===== src/rtl/twin_timer_pkg.sv =====
// Package: twin_timer_pkg
// Shared constants for the dual timer front end: register indices within a
// timer slot, control bit positions, word addresses of the test registers,
// decode regions and the identification byte table.
// Assumes byte offsets below 0x40 belong to the two timer slots.
package twin_timer_pkg;

    localparam int NUM_T = 2;

    localparam logic [2:0] RG_LOAD   = 3'd0;
    localparam logic [2:0] RG_VALUE  = 3'd1;
    localparam logic [2:0] RG_CTRL   = 3'd2;
    localparam logic [2:0] RG_INTCLR = 3'd3;
    localparam logic [2:0] RG_RIS    = 3'd4;
    localparam logic [2:0] RG_MIS    = 3'd5;
    localparam logic [2:0] RG_BGLOAD = 3'd6;

    localparam int CB_ONESHOT  = 0;
    localparam int CB_WIDE     = 1;
    localparam int CB_PRE_LO   = 2;
    localparam int CB_INTEN    = 5;
    localparam int CB_PERIODIC = 6;
    localparam int CB_RUN      = 7;

    localparam logic [7:0] CTRL_KEEP = 8'hEF;
    localparam logic [7:0] CTRL_RST  = 8'h20;

    localparam logic [9:0] WA_TEST_CTL = 10'h3C0;
    localparam logic [9:0] WA_TEST_OUT = 10'h3C1;

    typedef enum logic [2:0] {
        RGN_NONE,
        RGN_TIMER,
        RGN_TCTL,
        RGN_TOUT,
        RGN_IDENT
    } region_e;

    // Identification byte for word index 0..11 counted from offset 0xFD0.
    function automatic logic [7:0] ident_byte(input logic [3:0] idx);
        logic [7:0] b;
        case (idx)
            4'd0:    b = 8'h04;
            4'd4:    b = 8'h23;
            4'd5:    b = 8'hB8;
            4'd6:    b = 8'h1B;
            4'd8:    b = 8'h0D;
            4'd9:    b = 8'hF0;
            4'd10:   b = 8'h05;
            4'd11:   b = 8'hB1;
            default: b = 8'h00;
        endcase
        return b;
    endfunction

endpackage


===== src/rtl/twin_timer_decode.sv =====
// Module: twin_timer_decode
// Decodes an APB word address into a region, a timer select, a register
// index and an identification index. Produces one write strobe per register
// kind and timer, plus the test register strobes.
// Assumes a 4 KB window (12 byte-address bits) and exactly two timer slots.
module twin_timer_decode
    import twin_timer_pkg::*;
#(
    parameter int ADDR_W = 12
) (
    input  logic              psel,
    input  logic              penable,
    input  logic              pwrite,
    input  logic [ADDR_W-1:2] waddr,
    output region_e           region,
    output logic              tsel,
    output logic [2:0]        treg,
    output logic [3:0]        id_idx,
    output logic [NUM_T-1:0]  wr_load,
    output logic [NUM_T-1:0]  wr_bgload,
    output logic [NUM_T-1:0]  wr_ctrl,
    output logic [NUM_T-1:0]  wr_clr,
    output logic              wr_tctl,
    output logic              wr_tout
);

    logic wr_fire;
    logic in_timer;
    logic in_ident;

    assign wr_fire  = psel && penable && pwrite;
    assign tsel     = waddr[5];
    assign treg     = waddr[4:2];
    assign in_timer = (waddr[ADDR_W-1:6] == '0) && (waddr[4:2] != 3'd7);
    assign in_ident = (waddr[ADDR_W-1:6] == '1) && (waddr[5:4] != 2'd0);
    assign id_idx   = {waddr[5:4] - 2'd1, waddr[3:2]};

    // Region select from the word address.
    always_comb begin
        region = RGN_NONE;
        if (in_timer)
            region = RGN_TIMER;
        else if (waddr == WA_TEST_CTL)
            region = RGN_TCTL;
        else if (waddr == WA_TEST_OUT)
            region = RGN_TOUT;
        else if (in_ident)
            region = RGN_IDENT;
    end

    // Per-timer write strobes, one set per slot.
    for (genvar t = 0; t < NUM_T; t++) begin : g_strb
        logic hit;
        assign hit          = wr_fire && (region == RGN_TIMER) && (tsel == 1'(t));
        assign wr_load[t]   = hit && (treg == RG_LOAD);
        assign wr_bgload[t] = hit && (treg == RG_BGLOAD);
        assign wr_ctrl[t]   = hit && (treg == RG_CTRL);
        assign wr_clr[t]    = hit && (treg == RG_INTCLR);
    end

    assign wr_tctl = wr_fire && (region == RGN_TCTL);
    assign wr_tout = wr_fire && (region == RGN_TOUT);

endmodule


===== src/rtl/twin_timer_unit.sv =====
// Module: twin_timer_unit
// One down-counting timer: reload and count registers, control byte,
// prescaler and raw interrupt flag. Counts in pclk cycles, divided by the
// prescale setting. In narrow mode only the low half of the count moves.
// Assumes at most one register write strobe per cycle.
module twin_timer_unit
    import twin_timer_pkg::*;
#(
    parameter int DATA_W       = 32,
    parameter int HALF_W       = 16,
    parameter int PRE_MID_LOG2 = 4,
    parameter int PRE_HI_LOG2  = 8
) (
    input  logic              pclk,
    input  logic              presetn,
    input  logic              wr_load,
    input  logic              wr_bgload,
    input  logic              wr_ctrl,
    input  logic              wr_clr,
    input  logic [DATA_W-1:0] wdata,
    output logic [DATA_W-1:0] load_q,
    output logic [DATA_W-1:0] value_q,
    output logic [7:0]        ctrl_q,
    output logic              raw_q,
    output logic              expire,
    output logic              inten
);

    localparam int UPPER_W = DATA_W - HALF_W;
    localparam logic [PRE_HI_LOG2-1:0] MASK_MID = PRE_HI_LOG2'((1 << PRE_MID_LOG2) - 1);
    localparam logic [PRE_HI_LOG2-1:0] MASK_HI  = '1;

    logic [PRE_HI_LOG2-1:0] pre_cnt;
    logic [PRE_HI_LOG2-1:0] pre_mask;
    logic                   run;
    logic                   wide;
    logic                   periodic;
    logic                   oneshot;
    logic                   tick;
    logic                   at_zero;
    logic                   at_one;
    logic [DATA_W-1:0]      cur_eff;
    logic [DATA_W-1:0]      reload_src;
    logic [DATA_W-1:0]      value_nxt;

    assign run      = ctrl_q[CB_RUN];
    assign wide     = ctrl_q[CB_WIDE];
    assign periodic = ctrl_q[CB_PERIODIC];
    assign oneshot  = ctrl_q[CB_ONESHOT];
    assign inten    = ctrl_q[CB_INTEN];

    // Prescale mask from the two select bits; code 3 behaves as code 2.
    always_comb begin
        case (ctrl_q[CB_PRE_LO +: 2])
            2'd0:    pre_mask = '0;
            2'd1:    pre_mask = MASK_MID;
            default: pre_mask = MASK_HI;
        endcase
    end

    assign tick       = run && ((pre_cnt & pre_mask) == pre_mask);
    assign cur_eff    = wide ? value_q : {{UPPER_W{1'b0}}, value_q[HALF_W-1:0]};
    assign at_zero    = (cur_eff == '0);
    assign at_one     = (cur_eff == DATA_W'(1));
    assign reload_src = periodic ? load_q : '1;
    assign expire     = tick && at_one && !wr_load;

    // Next count for one step: decrement, or reload/hold at zero.
    always_comb begin
        if (at_zero) begin
            if (oneshot)
                value_nxt = value_q;
            else if (wide)
                value_nxt = reload_src;
            else
                value_nxt = {value_q[DATA_W-1:HALF_W], reload_src[HALF_W-1:0]};
        end else if (wide) begin
            value_nxt = value_q - DATA_W'(1);
        end else begin
            value_nxt = {value_q[DATA_W-1:HALF_W], value_q[HALF_W-1:0] - HALF_W'(1)};
        end
    end

    // Prescaler: restarts on a control write and while stopped.
    always_ff @(posedge pclk) begin
        if (!presetn)
            pre_cnt <= '0;
        else if (wr_ctrl || !run)
            pre_cnt <= '0;
        else
            pre_cnt <= pre_cnt + PRE_HI_LOG2'(1);
    end

    // Control byte, reduced to its defined bits.
    always_ff @(posedge pclk) begin
        if (!presetn)
            ctrl_q <= CTRL_RST;
        else if (wr_ctrl)
            ctrl_q <= wdata[7:0] & CTRL_KEEP;
    end

    // Reload register, written by either load register.
    always_ff @(posedge pclk) begin
        if (!presetn)
            load_q <= '0;
        else if (wr_load || wr_bgload)
            load_q <= wdata;
    end

    // Count register: a load write overrides a step.
    always_ff @(posedge pclk) begin
        if (!presetn)
            value_q <= '1;
        else if (wr_load)
            value_q <= wdata;
        else if (tick)
            value_q <= value_nxt;
    end

    // Raw interrupt flag: expiry has priority over a clear.
    always_ff @(posedge pclk) begin
        if (!presetn)
            raw_q <= 1'b0;
        else if (expire)
            raw_q <= 1'b1;
        else if (wr_clr)
            raw_q <= 1'b0;
    end

endmodule


===== src/rtl/twin_timer_irq.sv =====
// Module: twin_timer_irq
// Holds the test-mode control and test output registers and drives the
// registered interrupt lines: per timer, either raw AND enable or the test
// bit, plus their OR.
// Assumes the raw flags and enables come from registers in the same domain.
module twin_timer_irq
    import twin_timer_pkg::*;
(
    input  logic             pclk,
    input  logic             presetn,
    input  logic             wr_tctl,
    input  logic             wr_tout,
    input  logic [NUM_T-1:0] wbits,
    input  logic [NUM_T-1:0] raw,
    input  logic [NUM_T-1:0] inten,
    output logic             itcr_q,
    output logic [NUM_T-1:0] itop_q,
    output logic [NUM_T-1:0] irq_q,
    output logic             any_q
);

    logic [NUM_T-1:0] irq_nxt;

    assign irq_nxt = itcr_q ? itop_q : (raw & inten);

    // Test-mode enable bit.
    always_ff @(posedge pclk) begin
        if (!presetn)
            itcr_q <= 1'b0;
        else if (wr_tctl)
            itcr_q <= wbits[0];
    end

    // Test output bits, one per timer line.
    always_ff @(posedge pclk) begin
        if (!presetn)
            itop_q <= '0;
        else if (wr_tout)
            itop_q <= wbits;
    end

    // Registered interrupt lines and their OR.
    always_ff @(posedge pclk) begin
        if (!presetn) begin
            irq_q <= '0;
            any_q <= 1'b0;
        end else begin
            irq_q <= irq_nxt;
            any_q <= |irq_nxt;
        end
    end

endmodule


===== src/rtl/apb_twin_timer.sv =====
// Module: apb_twin_timer
// APB slave front end for two timer units in a 4 KB window. Decodes each
// access, drives the timer units and the interrupt stage, and multiplexes
// read data. Transfers need no wait states and never report an error.
// Assumes pclk also clocks the counters (no separate timer clock).
module apb_twin_timer
    import twin_timer_pkg::*;
#(
    parameter int ADDR_W       = 12,
    parameter int DATA_W       = 32,
    parameter int HALF_W       = 16,
    parameter int PRE_MID_LOG2 = 4,
    parameter int PRE_HI_LOG2  = 8
) (
    input  logic              pclk,
    input  logic              presetn,
    input  logic              psel,
    input  logic              penable,
    input  logic              pwrite,
    input  logic [ADDR_W-1:2] paddr,
    input  logic [DATA_W-1:0] pwdata,
    output logic [DATA_W-1:0] prdata,
    output logic              pready,
    output logic              pslverr,
    output logic              irq_a,
    output logic              irq_b,
    output logic              irq_any
);

    region_e           region;
    logic              tsel;
    logic [2:0]        treg;
    logic [3:0]        id_idx;
    logic [NUM_T-1:0]  wr_load;
    logic [NUM_T-1:0]  wr_bgload;
    logic [NUM_T-1:0]  wr_ctrl;
    logic [NUM_T-1:0]  clr_vec;
    logic              wr_tctl;
    logic              wr_tout;

    logic [DATA_W-1:0] load_arr  [NUM_T];
    logic [DATA_W-1:0] value_arr [NUM_T];
    logic [7:0]        ctrl_arr  [NUM_T];
    logic [NUM_T-1:0]  raw_vec;
    logic [NUM_T-1:0]  expire_vec;
    logic [NUM_T-1:0]  inten_vec;

    logic              itcr_q;
    logic [NUM_T-1:0]  itop_q;
    logic [NUM_T-1:0]  irq_q;
    logic              any_q;
    logic [DATA_W-1:0] rd_mux;

    twin_timer_decode #(
        .ADDR_W (ADDR_W)
    ) u_decode (
        .psel      (psel),
        .penable   (penable),
        .pwrite    (pwrite),
        .waddr     (paddr),
        .region    (region),
        .tsel      (tsel),
        .treg      (treg),
        .id_idx    (id_idx),
        .wr_load   (wr_load),
        .wr_bgload (wr_bgload),
        .wr_ctrl   (wr_ctrl),
        .wr_clr    (clr_vec),
        .wr_tctl   (wr_tctl),
        .wr_tout   (wr_tout)
    );

    for (genvar t = 0; t < NUM_T; t++) begin : g_unit
        twin_timer_unit #(
            .DATA_W       (DATA_W),
            .HALF_W       (HALF_W),
            .PRE_MID_LOG2 (PRE_MID_LOG2),
            .PRE_HI_LOG2  (PRE_HI_LOG2)
        ) u_unit (
            .pclk      (pclk),
            .presetn   (presetn),
            .wr_load   (wr_load[t]),
            .wr_bgload (wr_bgload[t]),
            .wr_ctrl   (wr_ctrl[t]),
            .wr_clr    (clr_vec[t]),
            .wdata     (pwdata),
            .load_q    (load_arr[t]),
            .value_q   (value_arr[t]),
            .ctrl_q    (ctrl_arr[t]),
            .raw_q     (raw_vec[t]),
            .expire    (expire_vec[t]),
            .inten     (inten_vec[t])
        );
    end

    twin_timer_irq u_irq (
        .pclk    (pclk),
        .presetn (presetn),
        .wr_tctl (wr_tctl),
        .wr_tout (wr_tout),
        .wbits   (pwdata[NUM_T-1:0]),
        .raw     (raw_vec),
        .inten   (inten_vec),
        .itcr_q  (itcr_q),
        .itop_q  (itop_q),
        .irq_q   (irq_q),
        .any_q   (any_q)
    );

    // Read data selection by region and register index.
    always_comb begin
        rd_mux = '0;
        case (region)
            RGN_TIMER: begin
                case (treg)
                    RG_LOAD, RG_BGLOAD: rd_mux = load_arr[tsel];
                    RG_VALUE:           rd_mux = value_arr[tsel];
                    RG_CTRL:            rd_mux = DATA_W'(ctrl_arr[tsel]);
                    RG_RIS:             rd_mux = DATA_W'(raw_vec[tsel]);
                    RG_MIS:             rd_mux = DATA_W'(raw_vec[tsel] & inten_vec[tsel]);
                    default:            rd_mux = '0;
                endcase
            end
            RGN_TCTL:  rd_mux = DATA_W'(itcr_q);
            RGN_IDENT: rd_mux = DATA_W'(ident_byte(id_idx));
            default:   rd_mux = '0;
        endcase
    end

    assign prdata  = psel ? rd_mux : '0;
    assign pready  = 1'b1;
    assign pslverr = 1'b0;
    assign irq_a   = irq_q[0];
    assign irq_b   = irq_q[1];
    assign irq_any = any_q;

endmodule


===== config.mk =====
export PLATFORM = sky130hd
export DESIGN_NAME = apb_twin_timer
export DESIGN_NICKNAME = d
export VERILOG_FILES = /design/src/rtl/twin_timer_pkg.sv /design/src/rtl/twin_timer_decode.sv /design/src/rtl/twin_timer_unit.sv /design/src/rtl/twin_timer_irq.sv /design/src/rtl/apb_twin_timer.sv
export SDC_FILE = /design/constraint.sdc
export NUM_CORES = 1
export LEC_CHECK = 0
export BUFFER_PORTS_ARGS = -buffer_cell sky130_fd_sc_hd__buf_2
export CAP_MARGIN = 0
export CORE_MARGIN = 2
export CORE_UTILIZATION = 35
export DETAILED_ROUTE_END_ITERATION = 16
export GPL_ROUTABILITY_DRIVEN = 0
export GPL_TIMING_DRIVEN = 0
export PLACE_DENSITY = 0.59
export SLEW_MARGIN = 20
export SYNTH_ARGS = -nofsm -noshare
export SYNTH_HDL_FRONTEND = slang
export SYNTH_HIERARCHICAL = 1
export SYNTH_SLANG_ARGS = --single-unit

===== constraint.sdc =====
create_clock -name pclk -period 3.03 [get_ports pclk]
set_input_delay 0.4545 -clock pclk [delete_from_list [all_inputs] [get_ports pclk]]
set_output_delay 0.4545 -clock pclk [all_outputs]
set_load 0.005 [all_outputs]

==> results.yml <==
status:
  outcome: "finished with violations"
  violations: "setup timing"
critical_path:
  timing.critical_path.from_type: "input port"
  timing.critical_path.fanout_max: 10
  r2r_slack_ps: 110
  worstSetupEndpointType: "flop"
  critPathLaunch: "paddr[8]"
  timing.rr.start: "g_unit[0].u_unit/value_q[22]"
  worstReg2RegEnd: "g_unit[0].u_unit/value_q[2]"
  slowest_delay_ps: 500
  cp_data_required_time_ps: 3400
  timing.critical_path.slowest_stage_cell: "clkbuf_1"
  ff2ff_path_depth: 8
  critical_path.most_common_cell: "clkbuf_1"
  critical_path_arrival_ps: 3400
  crit_type: "in -> reg"
  cp_cell_sequence: "buf_2 -> nor4_4 -> nand2_2 -> nor4_1 -> clkbuf_1 -> clkbuf_1 -> nor2_1 -> clkbuf_1 -> a31oi_1"
run:
  cap_violations: 0
clock_network:
  cts-root-buf: "clkbuf_16"
  cts_hold_buf: 0
  clock_latency_ps: 450
  numClockSinks: 166
  cts-buffers-inserted: 17
  cts_tree: "yes"
  cts.clk_slew.worst_paths_ps: 70
  cts_buffer_depth: 2
  htree_levels: 4
timing:
  fin_crit_ps: 3035
  slew-limit-headroom: 0.4600
  report.final.slew_viol_count: 0
  layout_worst_path_cycle_share: 1.002
  timing_worst_slew_pin_value_ps: 807.0
  max_freq_mhz: 329.5
  rsz_0062_raised_after_global_routing: "yes"
  finalHoldViolations: 0
  worst_clock_skew_ps: 10.86
  fin_worst_hold_slack_ps: 320.7
  final.setup.worst_slack_ps: -4.864
  setup_viol: 1
yosys:
  yosysUniqueCellTypes: 96
  post_synthesis_async_set_or_reset_flop_share: 0
  mappedNetlistArea_mm2: 0.01088
  synth.area.top_cells: "dfxtp_1 31%, mux2i_1 7.5%, nand2_1 6.7%, a21oi_1 4.7%, nor2_1 3.4%"
  post_synth_mux_area_share: 0.07451
  synth-edff-count: 0
  synth_cells: 1390
  synth-main-ff-cell: "dfxtp_1"
  yosys.area_share.simple: 0.2522
  yosys.area.top_type_share: 0.3054
  synth-seq-cells: 166
  synthXorXnorAreaFrac: 0.02978
  post_synth.cell_area_avg_um2: 7.829
  synth_seq_area_share: 0.3054
  ys.warnings.count: 6
  synth_top_family_by_area: "compound AO/OA/AOI/OAI gates"
  synthAdderAreaFrac: 0.01380
  synth-compound-area-share: 0.2533
  synth_top_area_cell: "dfxtp_1"
  synth_nets: 1449
final_layout:
  synthesis_to_layout_area_growth_pct: 15.22
  nNetsFinal: 1553
  filler_cells_inserted: 3169
  n_antenna_cell: 0
  final_area_mm2: 0.01254
  layout-drive-gt1-share: 0.1453
power:
  power.density_cell_area_mw_per_mm2: 400.0
  ir_drop_v: 0.0003590
  power.static_leakage_uw: 0.004441
floorplan:
  num_rows: 64
  design.core.area_mm2: 0.03059
  die_area_mm2: 0.03252
  die_height_um: 180.3
  floorplan.initialDensity: 0.3557
  num_io_pins: 84
  die-width_um: 180.3
drt:
  vias_per_cell: 6.162
  ant_nets: 0
  wl_per_cell_um: 22.66
  detailroute.via_count: 11727
  number_of_drc_markers_after_the_initial_detailed_route_iteration: 1562
  drc_errors: 0
  postRouteWirelength_um: 43130
  drtPass1Iterations: 6
min_path:
  whs_endpoint: "g_unit[1].u_unit/load_q[24]"
  hp-class: "in -> reg"
  min_delay_path_depth: 3
  worst_hold_startpoint: "pwdata[24]"
grt:
  grt_start_max_net_pins: 17
  grt_util_all_layers: 0.2573
  grt_use_met1: 0.3500
  first_global_vias: 10817
  grt_util_met3: 0.04891
  grt_antenna_before_repair: 0
  gr-max-usage-layer: "met2"
  grt_first_pass_wirelength_um: 65090
  grt_use_met2: 0.3977
  gr-total-overflow: 0
placed_design:
  hpwl_um: 32910
  detailed_place.area_mm2: 0.01180
  place.port_buffers: 81
[cell type report]
cell class,instances,area (um^2),share of cell area
inverters,43,163.9,0.01307
clock inverters,14,222.7,0.01776
clock buffers,18,429.2,0.03423
multi-input cells,1066,6867,0.5476
plain buffers,115,601.8,0.04800
flip-flops and latches,166,3323,0.2650
well taps,396,495.5,0.03952
repair buffers,85,435.4,0.03473
[critical path, delay by kind of cell]
| kind | cells | cell delay (ps) |
|---|---|---|
| AO/OA/AOI/OAI | 1 | 220 |
| AND/OR/NAND/NOR | 4 | 1290 |
| buffers and inverters | 4 | 1410 |
[how the worst max path moves through the flow]
| stage | to | cells past startpoint |
|---|---|---|
| after floorplan | g_unit[1].u_unit/value_q[20] | 9 |
| after global placement | g_unit[1].u_unit/value_q[3] | 10 |
| after detailed placement | g_unit[1].u_unit/value_q[1] | 10 |
| after CTS | g_unit[1].u_unit/value_q[3] | 10 |
| after global routing | g_unit[0].u_unit/load_q[14] | 10 |
| final | g_unit[0].u_unit/value_q[0] | 9 |
[sequential cells by signal (all words and copies together) (netlist names)]
| signal | count |
|---|---|
| u_irq/any_q | 1 |
| g_unit.u_unit/ctrl_q | 14 |
| g_unit.u_unit/raw_q | 2 |
| g_unit.u_unit/value_q | 64 |
| u_irq/itop_q | 2 |
| u_irq/irq_q | 2 |
| u_irq/itcr_q | 1 |
| g_unit.u_unit/pre_cnt | 16 |
| g_unit.u_unit/load_q | 64 |
[kinds of logic (layout without fill, tap and decap cells)]
group / count (synthesis) / in the layout
xor gates and xnor gates: 37 / 37
muxes: 81 / 81
buffers and inverters: 158 / 275
DFF: 166 / 166
other: 4 / 4
adders and majority gates: 12 / 12
AOI/OAI and AO/OA: 393 / 393
and+or+nand+nor: 539 / 539
[cell usage after synthesis, types with 12 or more instances]
cell	n
a211oi_1	13
a21oi_1	102
a31oi_1	37
buf_2	24
buf_4	16
clkbuf_1	63
dfxtp_1	166
ha_1	12
inv_1	39
mux2i_1	81
nand2_1	194
nand2b_1	12
nand3_1	21
nand4_1	14
nor2_1	99
nor3_1	65
nor4_1	31
o211ai_1	18
o21ai_0	48
o22a_1	24
o311ai_0	14
o311ai_1	14
o31ai_1	15
or3_1	15
or4_1	13
xnor2_1	24
xor2_1	13
[stage by stage]
stage | worst slack [ps] | TNS [ps] | utilization | power [uW] | instances
2_1_floorplan | 363.0 | 0 | - | 2425 | 1390
5_1_grt | -17.17 | -45.86 | 0.4099 | 5140 | 1903
6_report | -4.864 | -4.864 | 0.4099 | 5015 | 1903
3_3_place_gp | -898.8 | -48760 | 0.3852 | 2580 | 1867
4_1_cts | 1.315 | 0 | 0.4077 | 5025 | 1899
3_5_place_dp | -451.3 | -21450 | 0.3856 | 2582 | 1867
[placed cells by master, fill, tap and decap left out, drive strengths merged, types with 28 or more instances in the layout]
cell	count
nand2	195
dfxtp	166
buf	137
a21oi	102
nor2	100
mux2i	81
clkbuf	81
nor3	67
o21ai	50
inv	43
a31oi	37
nor4	34
o311ai	28
[timing repair]
| item | in CTS | in global routing |
|---|---|---|
| pin swaps | 1 | 3 |
| setup buffers | 0 | 4 |
| endpoints found under the setup margin | 29 | 62 |
| resized for setup | 10 | 9 |
[report_power, final]
group | total (uW) | internal (uW) | switching, uW | leakage (uW)
registers | 2190 | 2190 | 8.57 | 0.00134
clock network | 2470 | 1470 | 994 | 0.000311
logic | 354 | 117 | 237 | 0.00279
[per-layer routing]
layer / routed length [um] / vias to the layer above
met5: 0 / -
met4: 1749 / 0
met3: 4011 / 120
met2: 19140 / 655
met1: 18230 / 5588
li1: - / 5364
(Power assumes the default switching activity.)
